File: src/rtl/dacfe_pkg.sv
package dacfe_pkg;
  typedef enum logic [1:0] {
    RX_IDLE  = 2'd0,
    RX_SHIFT = 2'd1,
    RX_HOLD  = 2'd2
  } rx_state_e;
endpackage

File: src/rtl/dacfe_in_sync.sv
module dacfe_in_sync #(
  parameter int             W       = 3,
  parameter int             STAGES  = 2,
  parameter logic [W-1:0]   RST_VAL = '0
) (
  input  logic         clk,
  input  logic         rst,
  input  logic [W-1:0] din,
  output logic [W-1:0] q
);
  logic [W-1:0] stg [STAGES];

  always_ff @(posedge clk) begin
    if (rst) begin
      for (int s = 0; s < STAGES; s++) stg[s] <= RST_VAL;
    end else begin
      stg[0] <= din;
      for (int s = 1; s < STAGES; s++) stg[s] <= stg[s-1];
    end
  end

  assign q = stg[STAGES-1];
endmodule

File: src/rtl/dacfe_frame_rx.sv
module dacfe_frame_rx
  import dacfe_pkg::*;
#(
  parameter int FRAME_W = 24
) (
  input  logic               clk,
  input  logic               rst,
  input  logic               sclk_q,
  input  logic               fs_n_q,
  input  logic               sdi_q,
  output logic               frm_vld,
  output logic [FRAME_W-1:0] frm_word
);
  localparam int                CNT_W = $clog2(FRAME_W);
  localparam logic [CNT_W-1:0]  LAST  = CNT_W'(FRAME_W - 1);

  rx_state_e          state;
  logic [CNT_W-1:0]   cnt;
  logic [FRAME_W-1:0] shreg;
  logic               lock;
  logic               sclk_d, fs_n_d;
  logic               sclk_fall, fs_fall;

  assign sclk_fall = sclk_d & ~sclk_q;
  assign fs_fall   = fs_n_d & ~fs_n_q;

  always_ff @(posedge clk) begin
    if (rst) begin
      sclk_d <= 1'b1;
      fs_n_d <= 1'b1;
    end else begin
      sclk_d <= sclk_q;
      fs_n_d <= fs_n_q;
    end
  end

  // frame sequencing
  always_ff @(posedge clk) begin
    if (rst) begin
      state    <= RX_IDLE;
      cnt      <= '0;
      shreg    <= '0;
      lock     <= 1'b0;
      frm_vld  <= 1'b0;
      frm_word <= '0;
    end else begin
      frm_vld <= 1'b0;
      case (state)
        RX_IDLE: begin
          if (fs_fall) begin
            state <= RX_SHIFT;
            cnt   <= '0;
            shreg <= '0;
            lock  <= 1'b0;
          end
        end
        RX_SHIFT: begin
          if (fs_n_q && !lock) begin
            state <= RX_IDLE;
            cnt   <= '0;
            shreg <= '0;
          end else if (sclk_fall) begin
            shreg <= {shreg[FRAME_W-2:0], sdi_q};
            if (cnt == '0 && sdi_q) lock <= 1'b1;
            if (cnt == LAST) begin
              frm_vld  <= 1'b1;
              frm_word <= {shreg[FRAME_W-2:0], sdi_q};
              state    <= RX_HOLD;
              cnt      <= '0;
              lock     <= 1'b0;
            end else begin
              cnt <= cnt + 1'b1;
            end
          end
        end
        RX_HOLD: begin
          if (fs_n_q) state <= RX_IDLE;
        end
        default: state <= RX_IDLE;
      endcase
    end
  end
endmodule

File: src/rtl/dacfe_seg_decode.sv
module dacfe_seg_decode #(
  parameter int SEG_BITS = 4,
  parameter int LADDER_W = 12,
  parameter int MODE_W   = 2
) (
  input  logic [SEG_BITS+LADDER_W-1:0]  code,
  input  logic [MODE_W-1:0]             mode,
  output logic [(1<<SEG_BITS)-2:0]      seg_en,
  output logic [LADDER_W-1:0]           ladder,
  output logic [(1<<MODE_W)-1:0]        sel
);
  localparam int SEG_N = (1 << SEG_BITS) - 1;
  localparam int SEL_N = 1 << MODE_W;

  logic [SEG_BITS-1:0] msb;
  assign msb    = code[SEG_BITS+LADDER_W-1 -: SEG_BITS];
  assign ladder = code[LADDER_W-1:0];

  // thermometer segments
  for (genvar g = 0; g < SEG_N; g++) begin : g_seg
    assign seg_en[g] = (msb > SEG_BITS'(g));
  end

  // one-hot output stage selection
  for (genvar m = 0; m < SEL_N; m++) begin : g_sel
    assign sel[m] = (mode == MODE_W'(m));
  end
endmodule

File: src/rtl/dac_frontend.sv
module dac_frontend #(
  parameter int CODE_W      = 16,
  parameter int SEG_BITS    = 4,
  parameter int MODE_W      = 2,
  parameter int PAD_W       = 6,
  parameter int SYNC_STAGES = 2
) (
  input  logic                           clk,
  input  logic                           rst,
  input  logic                           sclk,
  input  logic                           fsync_n,
  input  logic                           sdi,
  output logic [CODE_W-1:0]              dac_code,
  output logic [MODE_W-1:0]              pd_mode,
  output logic [(1<<SEG_BITS)-2:0]       seg_en,
  output logic [CODE_W-SEG_BITS-1:0]     ladder_sw,
  output logic [(1<<MODE_W)-1:0]         out_sel
);
  localparam int FRAME_W  = PAD_W + MODE_W + CODE_W;
  localparam int LADDER_W = CODE_W - SEG_BITS;
  localparam int SEG_N    = (1 << SEG_BITS) - 1;
  localparam int SEL_N    = 1 << MODE_W;
  localparam logic [CODE_W-1:0] MID     = CODE_W'(1) << (CODE_W - 1);
  localparam int                MID_SEG = 1 << (SEG_BITS - 1);
  localparam logic [SEG_N-1:0]  SEG_RST = SEG_N'((64'd1 << MID_SEG) - 64'd1);

  logic [2:0] sync_q;
  dacfe_in_sync #(.W(3), .STAGES(SYNC_STAGES), .RST_VAL(3'b011)) u_sync (
    .clk (clk),
    .rst (rst),
    .din ({sdi, fsync_n, sclk}),
    .q   (sync_q)
  );

  logic               frm_vld;
  logic [FRAME_W-1:0] frm_word;
  dacfe_frame_rx #(.FRAME_W(FRAME_W)) u_rx (
    .clk      (clk),
    .rst      (rst),
    .sclk_q   (sync_q[0]),
    .fs_n_q   (sync_q[1]),
    .sdi_q    (sync_q[2]),
    .frm_vld  (frm_vld),
    .frm_word (frm_word)
  );

  logic [PAD_W-1:0]  f_pad;
  logic [MODE_W-1:0] f_mode;
  logic [CODE_W-1:0] f_code;
  logic              is_swr, pad_ok;
  assign f_pad  = frm_word[FRAME_W-1 -: PAD_W];
  assign f_mode = frm_word[CODE_W +: MODE_W];
  assign f_code = frm_word[CODE_W-1:0];
  assign is_swr = &frm_word;
  assign pad_ok = (f_pad == '0);

  logic [CODE_W-1:0] code_q;
  logic [MODE_W-1:0] mode_q;

  // commit rules
  always_ff @(posedge clk) begin
    if (rst) begin
      code_q <= MID;
      mode_q <= '0;
    end else if (frm_vld) begin
      if (is_swr) begin
        code_q <= MID;
        mode_q <= '0;
      end else if (pad_ok) begin
        mode_q <= f_mode;
        if (f_mode == '0) code_q <= f_code;
      end
    end
  end

  logic [SEG_N-1:0]    seg_d;
  logic [LADDER_W-1:0] lad_d;
  logic [SEL_N-1:0]    sel_d;
  dacfe_seg_decode #(.SEG_BITS(SEG_BITS), .LADDER_W(LADDER_W), .MODE_W(MODE_W)) u_dec (
    .code   (code_q),
    .mode   (mode_q),
    .seg_en (seg_d),
    .ladder (lad_d),
    .sel    (sel_d)
  );

  always_ff @(posedge clk) begin
    if (rst) begin
      seg_en    <= SEG_RST;
      ladder_sw <= '0;
      out_sel   <= SEL_N'(1);
    end else begin
      seg_en    <= seg_d;
      ladder_sw <= lad_d;
      out_sel   <= sel_d;
    end
  end

  assign dac_code = code_q;
  assign pd_mode  = mode_q;
endmodule

File: config.mk
export PLATFORM = sky130hd
export DESIGN_NAME = dac_frontend
export DESIGN_NICKNAME = d
export VERILOG_FILES = /design/src/rtl/dacfe_pkg.sv /design/src/rtl/dacfe_in_sync.sv /design/src/rtl/dacfe_frame_rx.sv /design/src/rtl/dacfe_seg_decode.sv /design/src/rtl/dac_frontend.sv
export SDC_FILE = /design/constraint.sdc
export NUM_CORES = 1
export LEC_CHECK = 0
export BUFFER_PORTS_ARGS = -buffer_cell sky130_fd_sc_hd__buf_2
export CAP_MARGIN = 20
export CORE_MARGIN = 4
export CORE_UTILIZATION = 53
export DETAILED_ROUTE_END_ITERATION = 16
export GPL_TIMING_DRIVEN = 0
export PLACE_DENSITY = 0.74
export SLEW_MARGIN = 10
export SYNTH_ARGS = -nofsm -noshare
export SYNTH_HDL_FRONTEND = slang
export SYNTH_SLANG_ARGS = --single-unit
export TNS_END_PERCENT = 100
File: constraint.sdc
create_clock -name clk -period 2.9 [get_ports clk]
set_input_delay 0.435 -clock clk [delete_from_list [all_inputs] [get_ports clk]]
set_output_delay 0.435 -clock clk [all_outputs]
set_load 0.05 [all_outputs]
==> run metrics <==
Crit path arrival time around 2.4 ns; NumNets Final approximately 470; via density per instance 5.23; CTS Buffer Depth 2; Iter 0 DRT Violations around 120; LEAKAGE just under 2 nW; Row Count 31; Max Clk Rate 483 MHz; total wire length about 8.3 mm; Core Util, Final 68.6%; Post-Syn Area 3980 um^2; Post-Place Worst Slack about 0.86 ns; cells on worst reg2reg path 6; slew at the pin with the worst max-slew slack 0.517 ns; number of library cell types mapped by synthesis 43; crit path capture type flop; Final Non-Filler Cells roughly 580; core box area about 7300 um^2; largest net degree at the start of global routing 17; Final HPWL DP 5.62 mm; # DRC 0; drt pass-1 iters 4; critical path class reg -> reg; global-route track usage on met1 23.8%; CP max stage delay between 0.4 and 0.5 ns; Total Power around 3.8 mW; number of synthesized flops with an enable pin 0; CP Launch Type flop; post-synth top area cell dfxtp_1; relative slew slack between 60% and 70%; hold buffer count at CTS 0; Final Cell Area 5000 um^2; busiest grt layer met2; wire length per cell between 10 and 15 um; layout cells sized above 1 between 20% and 30%; critical path cell sequence ha_1 -> nand4b_2 -> nor3_4 -> buf_6 -> mux2i_1 -> nor2_1; most common cell after layout, fill and taps aside dfxtp_1; TritonCTS Sinks between 100 and 150; Async S/R FF share, synth 0%; CTS tree done; IO Count 54; DP Cell Count approximately 550; root buffer cell clkbuf_8; post-synthesis sequential area ratio around 57%; setup violators final 0; Synthesis Warnings 0; RePlAce Congestion between 0.7 and 0.8; RSZ-0062 raised after global routing false; Hold Worst Slack roughly 0.11 ns; post-route minimum period a little over 2 ns; Worst-Skew Late Latency about 0.50 ns; total negative slack 0 ns; number of diodes 0; met3 usage about 6.5%; Synth Instances ~390; average size of a mapped cell 10.1 um^2; final worst slack 0.830 ns; Layout Skew approximately 0.008 ns; dominant cells by area after synthesis dfxtp_1 (57%), mux2i_1 (6.3%), nor2_1 (5.9%); status finished, final reports clean; number of global-route vias before repair 2,816; grt ovf 0; MaxCap Viol Count 0; die width 94.7 um; Post-CTS Resized 0; Total GRT Usage 19.7%; DP Area approximately 4400 um^2; Slew Limit Fails 0; CTS clk-pin slew, worst paths roughly 0.06 ns; ys flop type dfxtp_1; commonest cells after routing, fill and taps aside dfxtp_1 (113), nor2_1 (63), buf_2 (57), mux2i_1 (25), a22oi_1 (24); syn_nets around 400; fillcell total ~570; maximum VDD drop 531 uV; Final Hold Viols 0; class of the worst hold path in -> reg; ANT nets after route 0; Max FO, Critical Path 10; die height about 95 um; Power Dens Cells roughly 760 nW/um^2; H-Tree Depth 4; die area about 9000 um^2; final period utilization between 70% and 80%; initial antenna violation count 0; Req. time, crit path between 3 and 4 ns; Layout Area Growth over Synthesis 25.6%; Port Buffers between 50 and 60; CP max stage cell nor3_4; starting density of the core between 50% and 60%; cts bufs inserted 17; worst hold stages 2; share of the synthesized area in the top cell type 56.8%; global-route wire length before repair 13.5 mm; post-CTS setup buffer count 0; routing usage on met2 about a third; #FFs+latches synth around 110; via count slightly above 3,000
-- area by class of cell --
class	count	area, um^2	area share [%]
well taps	99	124	2.48
multi-input cells	249	1570	31.3
clock buffers	18	418	8.35
clock inverters	14	213	4.25
repair buffers	53	265	5.30
inverters	9	33.8	0.675
plain buffers	23	123	2.45
flip-flops and latches	113	2260	45.2
-- kinds of logic (layout without fill, tap and decap cells) --
kind of cell             after synthesis  in the layout  synth area share [%]
buffers and inverters                 32            117                  3.93
flip-flops                           113            113                  56.8
multiplexers                          25             25                  6.28
AO/OA/AOI/OAI                         65             65                  11.6
adder cells (fa/ha/maj)                2              2                 0.628
AND/OR/NAND/NOR                      157            157                  20.8
-- final timing paths --
check | start | end | slack (ns)
min | sclk | u_sync.stg[0][0] | 0.11
max reg2reg | u_rx.cnt[0] | u_rx.frm_word[15] | 0.83
max | u_rx.cnt[0] | u_rx.frm_word[15] | 0.83
min reg2reg | u_sync.stg[0][0] | u_sync.stg[0][3] | 0.41
-- flip-flops by register name (all words and copies together), names as in the netlist --
signal,count
u_rx.shreg,23
seg_en,15
out_sel,4
u_rx.cnt,5
pd_mode,2
u_rx.frm_word,24
u_rx.state,2
u_rx.fs_n_d,1
u_rx.frm_vld,1
u_sync.stg,6
u_rx.sclk_d,1
u_rx.lock,1
ladder_sw,12
dac_code,16
-- report_power, final --
| group | internal [mW] | total, mW | switching, mW |
|---|---|---|---|
| Combinational | 0.0171 | 0.0578 | 0.0408 |
| Clock | 1.48 | 2.17 | 0.697 |
| Sequential | 1.56 | 1.56 | 0.00285 |
| Total | 3.05 | 3.79 | 0.740 |
-- synthesized netlist by cell type, types with 2 or more instances --
master / count
a21o_1: 2
a21oi_1: 8
a22oi_1: 24
a311oi_1: 2
a31oi_1: 4
buf_2: 4
buf_6: 4
clkbuf_1: 13
dfxtp_1: 113
ha_1: 2
inv_1: 9
mux2i_1: 25
nand2_1: 11
nand2b_1: 18
nand3_1: 19
nand4_1: 6
nor2_1: 63
nor2b_1: 16
nor3_4: 2
nor3b_1: 2
nor4_1: 3
o21ai_0: 4
o21ai_1: 4
o21ai_2: 8
o21bai_1: 2
o32ai_1: 3
or2_2: 7
-- metal layers --
metal / wire [um] / part of all wire [%]
met3: 404 / 4.9
met4: 124 / 1.5
met5: 0 / 0
met2: 3980 / 48
met1: 3800 / 46
-- worst max-delay path: cells and delay by family (launching register included) --
family | cells | cell delay [ns]
buffers and inverters | 1 | 0.25
adders and majority gates | 1 | 0.28
and+or+nand+nor | 3 | 0.81
DFF | 1 | 0.38
muxes | 1 | 0.21
No activity file was read; power rests on OpenSTA's default activity.
